`config.mk`:
```
export PLATFORM = sky130hd
export DESIGN_NAME = burst_seq
export DESIGN_NICKNAME = d
export VERILOG_FILES = /design/src/rtl/burst_seq_pkg.sv /design/src/rtl/burst_seq.sv
export SDC_FILE = /design/constraint.sdc
export NUM_CORES = 1
export LEC_CHECK = 0
export ABC_AREA = 1
export BUFFER_PORTS_ARGS = -buffer_cell sky130_fd_sc_hd__buf_2
export CORE_AREA = 2 2 39 41
export DETAILED_ROUTE_END_ITERATION = 8
export DIE_AREA = 0 0 41 43
export PLACE_DENSITY_LB_ADDON = 0.3
export SLEW_MARGIN = 25
export SYNTH_ARGS = -nofsm -noshare
export SYNTH_HDL_FRONTEND = slang
export SYNTH_SLANG_ARGS = --single-unit
```
`constraint.sdc`:
```
create_clock -name clk -period 1.1 [get_ports clk]
set_clock_uncertainty 0.15 [all_clocks]
set_input_delay 0.22 -clock clk [delete_from_list [all_inputs] [get_ports clk]]
set_output_delay 0.22 -clock clk [all_outputs]
set_load 0.05 [all_outputs]
```
`src/rtl/burst_seq_pkg.sv`:
```
package burst_seq_pkg;
    typedef enum logic [2:0] {
        ST_IDLE = 3'd0,
        ST_P0   = 3'd1,
        ST_P1   = 3'd2,
        ST_P2   = 3'd3,
        ST_P3   = 3'd4
    } burst_state_t;

    localparam int unsigned BURST_LEN = 4;
    localparam logic [BURST_LEN-1:0] BURST_BITS = 4'b1011; // bit0 is played first
endpackage

```
`src/rtl/burst_seq.sv`:
```
module burst_seq
    import burst_seq_pkg::*;
(
    input  logic clk,
    input  logic rst,
    input  logic trig_i,
    output logic pulse_o
);
    burst_state_t state_q, state_d;

    always_ff @(posedge clk) begin
        if (rst) state_q <= ST_IDLE;
        else     state_q <= state_d;
    end

    always_comb begin
        state_d = ST_IDLE;
        unique case (state_q)
            ST_IDLE: state_d = trig_i ? ST_P0 : ST_IDLE;
            ST_P0:   state_d = ST_P1;
            ST_P1:   state_d = ST_P2;
            ST_P2:   state_d = ST_P3;
            ST_P3:   state_d = ST_IDLE;
            default: state_d = ST_IDLE;
        endcase
    end

    always_comb begin
        pulse_o = 1'b0;
        unique case (state_q)
            ST_IDLE: pulse_o = 1'b0;
            ST_P0:   pulse_o = BURST_BITS[0];
            ST_P1:   pulse_o = BURST_BITS[1];
            ST_P2:   pulse_o = BURST_BITS[2];
            ST_P3:   pulse_o = BURST_BITS[3];
            default: pulse_o = 1'b0;
        endcase
    end

    // reset lands in idle with output low
    a_r1_reset_idle: assert property (@(posedge clk)
        rst |=> (state_q == ST_IDLE && !pulse_o));

    // idle without trigger stays idle
    a_r2_idle_hold: assert property (@(posedge clk) disable iff (rst)
        (state_q == ST_IDLE && !trig_i) |=> (state_q == ST_IDLE));

    // trigger while idle starts the burst with a high output
    a_r3_start: assert property (@(posedge clk) disable iff (rst)
        (state_q == ST_IDLE && trig_i) |=> (state_q == ST_P0 && pulse_o));

    // third burst cycle is low regardless of trigger
    a_r4_mid_low: assert property (@(posedge clk) disable iff (rst)
        (state_q == ST_P1) |=> !pulse_o);

    // burst end always returns to idle
    a_r5_return: assert property (@(posedge clk) disable iff (rst)
        (state_q == ST_P3) |=> (state_q == ST_IDLE && !pulse_o));

    // state is always one of the defined encodings after reset
    a_r6_legal: assert property (@(posedge clk) disable iff (rst)
        (state_q inside {ST_IDLE, ST_P0, ST_P1, ST_P2, ST_P3}));
endmodule

```
# --- Word-level counts from Yosys, hierarchy flattened ---
# Index checks and enable logic that the tools add are counted.
classes:
  n_eq_ne: 4
  n_mux: 3
  reduce_logical: 2
ops:
  columns: ["cell", "count"]
  rows:
  - ["3-bit case mux with 4 select lines", 1]
  - ["3-bit by 2-bit == test with 1-bit output, second input constant", 2]
  - ["3-bit by 1-bit == test with 1-bit output, second input constant", 1]
  - ["3-bit == test, second input constant", 1]
  - ["3-bit zero test", 1]
  - ["3-bit OR reduction", 1]
  - ["1-bit two-way mux", 2]
totals:
  ff_bits: 3
  out_inout_bits: 1
  word_cells: 10

# --- Longest topological paths before layout ---
logic_depth:
  word_depth: 3
  ltp_mapped: 3

# --- Worst setup path before layout ---
# No wires, ideal clock.
synth_timing:
  kind: "reg-to-output"
  start: "reg state_q[1]"
  end: "out pulse_o"
  arrival_ns: 1.167
  t_required_ns: 0.730
  setup_slack_ns: -0.437
  stages_incl_launch_ff: 4
  path_buffers: 0
  path_cell_list: "dfxtp_1 -> nand2_1 -> nand2_1 -> o21ai_1"
synth_via:
  elab_chain_len: 3
  word_cells_on_any_way: 5
  cone_classes: "eq/ne (3); mux (1); reduce/logical (1)"
synth_lines:
  columns: ["element", "line_no", "source"]
  rows:
  - ["start: declaration", "burst_seq.sv:9", "burst_state_t state_q, state_d;"]
  - ["start signal: assignment", "burst_seq.sv:13", "else state_q <= state_d;"]
  - ["3-bit == test (tied with other cells)", "burst_seq.sv:30", "unique case (state_q)"]
  - ["3-bit OR reduction (no line) (*)", null, null]
  - ["1-bit two-way mux (*)", "burst_seq.sv:30", null]
  - ["end: declaration", "burst_seq.sv:7", "output logic pulse_o"]
# Mark *: on every way between the ends. The rest lies on a longest branch, timed or not.

# --- Final worst setup path ---
layout_timing:
  start: "reg state_q[0]"
  end: "out pulse_o"
# The elaborated chain is that of the path after synthesis.

==> impl_metrics.py <==
metrics = {
    "synthesis": {
        "synth_cell_types": 8,
        "ys_seq_area_share_pct": 51.6,
        "yosys_register_bits": 3,
        "synthFlopType": "dfxtp_1",
        "synth_edf_count": 0,
        "syn_area_um2": 116,
        "netlist.area_leader.share_pct": 51.6,
        "synth_most_common_cell": "nand2_1",
        "syn_inst": 15,
        "synthTopCellsByArea": "dfxtp_1, nand2_1, nor3_2",
        "synth_nets": 18,
        "yosysWarnings": 0,
        "synth_common_cells": "nand2_1, dfxtp_1, inv_1, nor2_1",
        "async_reset_ff_share_pct": 0,
        "yosysTopAreaCell": "dfxtp_1",
        "syn_area_per_cell_um2": 7.76,
    },
    "final_layout": {
        "layout.nets": 28,
        "top_register": "state_q",
        "largest_reg_flops": 3,
        "top_regs": "state_q x3",
        "area_growth_pct": 93.5,
        "fillers": 158,
        "diodes": 0,
        "final_util_pct": 16.3,
        "drive_above_1_share_pct": 66.7,
    },
    "clocking": {
        "cts_root_buf": "clkbuf_4",
        "htree_levels": 1,
        "hold_buffers": 0,
        "cts_buffer_depth": 2,
        "cts_num_sinks": 3,
        "tritoncts": "done",
        "clk_latency_ns": 0.23,
        "cts_made_buffers": 3,
        "cts.clk_slew.worst_paths_ns": 0.04,
    },
    "sta": {
        "drv_slew": 0,
        "tightest_slew_ns": 0.146,
        "clock.fmax_mhz": 715,
        "setup_ws_ns": -0.299,
        "slew_headroom_pct": 90.2,
        "post-route-period-util_pct": 127,
        "period_minus_slack_ns": 1.40,
        "tns_ns": -0.299,
        "rsz0062_at_grt": "yes",
        "hold_viol_final": 0,
        "setup_viol": 1,
    },
    "pwr": {
        "p_leak_uw": 0.0000981,
        "p_total_uw": 408,
        "ir_worst_vdd_mv": 0.454,
        "cellPowerDensity_mw_per_mm2": 1810,
    },
    "worst_setup_path": {
        "crit_fanout": 3,
        "cp.required_ns": 0.73,
        "r2r_slack_ns": 0.16,
        "worstSetupStartpoint": "state_q[0]",
        "timing.rr.end": "state_q[1]",
        "cp-end-kind": "output pin",
        "worst-setup-path-type": "reg -> out",
        "rr_worst_depth": 4,
        "endpoint": "pulse_o",
        "crit_arrival_ns": 1.03,
        "crit_path_start_kind": "flop",
        "regToRegStartpoint": "state_q[0]",
    },
    "detailed_routing": {
        "viasPerCell": 3.00,
        "vias": 120,
        "ant_nets": 0,
        "first_iter_violations": 0,
        "drtPass1Iterations": 1,
        "drt-total-wl_um": 243,
        "route.detailed.drc": 0,
        "routedWlPerCell_um": 6.08,
    },
    "run_status": {
        "violations": "negative setup slack",
        "run_status": "finished with violations",
    },
    "worst_hold_path": {
        "min_from": "rst",
        "min_path_type": "in -> reg",
    },
    "grt": {
        "grt_max_degree": 4,
        "track_usage_pct": 4.51,
        "use_met2_pct": 5.00,
        "grt_overflow": 0,
        "top_usage_layer": "met4",
        "grt_pass1_vias": 126,
        "antenna_found_initial": 0,
        "use_met3_pct": 1.57,
        "met1_usage_pct": 4.49,
        "grt_pass1_wl_um": 455,
    },
    "floorplanning": {
        "die_h_um": 43,
        "initial_core_util_pct": 8.41,
        "coreArea_mm2": 0.00138,
        "die_width_um": 41,
        "placementRows": 14,
        "design.die.area_mm2": 0.00176,
        "pin_count": 4,
    },
    "place": {
        "routabilityCongestion": 0.589,
        "post-place-ws_ns": -0.240,
        "place_hpwl_um": 185,
        "io_buffer_count": 3,
    },
    "flow_run": {
        "drv_cap": 0,
    },
}
[kinds of logic after synthesis]
group	count (synthesis)	share of synthesized area [%]
AOI/OAI and AO/OA	1	4.30
DFF	3	51.6
and+or+nand+nor	9	37.6
buffers and inverters	2	6.45
[how the worst min path moves through the flow]
stage,slack [ns],cells past startpoint,end
after floorplan,0.14,1,state_q[1]
after global placement,0.26,2,state_q[1]
after detailed placement,0.26,2,state_q[1]
after CTS,0.003,2,state_q[1]
after global routing,0.007,2,state_q[1]
final,0.02,2,state_q[1]
[report_power, final]
group / internal (uW) / total [uW] / leakage, uW / switching (uW)
combinational: 40.0 / 85.6 / 0.0000578 / 45.6
sequential: 119 / 128 / 0.0000253 / 9.67
clock: 136 / 194 / 0.0000150 / 58.0
[placed cells by master, fill, tap and decap left out]
master,synthesis,routed
buf_2,0,2
buf_4,0,2
buf_6,0,1
clkbuf_1,0,1
clkbuf_4,0,3
dfxtp_1,3,1
dfxtp_2,0,2
inv_1,2,2
nand2_1,4,1
nand2_2,0,3
nor2_1,2,2
nor2_4,0,1
nor3_1,1,1
nor3_2,1,1
o21ai_4,0,1
[area by class of cell]
type / instances / area (um^2) / share of cell area [%]
repair buffers: 5 / 36.3 / 16.1
multi-input cells: 10 / 72.6 / 32.2
well taps: 16 / 20.0 / 8.89
inverters: 2 / 7.51 / 3.33
clock buffers: 4 / 26.3 / 11.7
flip-flops and latches: 3 / 62.6 / 27.8
[through the flow]
| stage | area (um^2) | cells | hold WS (ns) |
|---|---|---|---|
| after floorplan | 134 | 15 | 0.140 |
| after global placement | 184 | 36 | 0.259 |
| final | 225 | 40 | 0.0154 |
| after CTS | 225 | 40 | 0.00333 |
| after global routing | 225 | 40 | 0.00715 |
| after detailed placement | 184 | 36 | 0.264 |
[routing by layer]
| metal | wire (um) | vias to the layer above |
|---|---|---|
| met5 | 0 | - |
| met4 | 0 | 0 |
| met3 | 21 | 0 |
| met2 | 115 | 4 |
| met1 | 106 | 53 |
| li1 | - | 63 |
[critical path, stage by stage, from the launching register on]
cell	delay, ns
dfxtp_2	0.33
nor2_4	0.15
nand2_2	0.08
o21ai_4	0.06
buf_6	0.17
[repair_timing]
action	in CTS	in global routing
endpoints found under the hold margin	0	0
setup buffers	0	0
setup endpoints to repair	1	1
pin swaps	1	0
gates resized for setup	5	0
No activity file was read; power rests on OpenSTA's default activity.
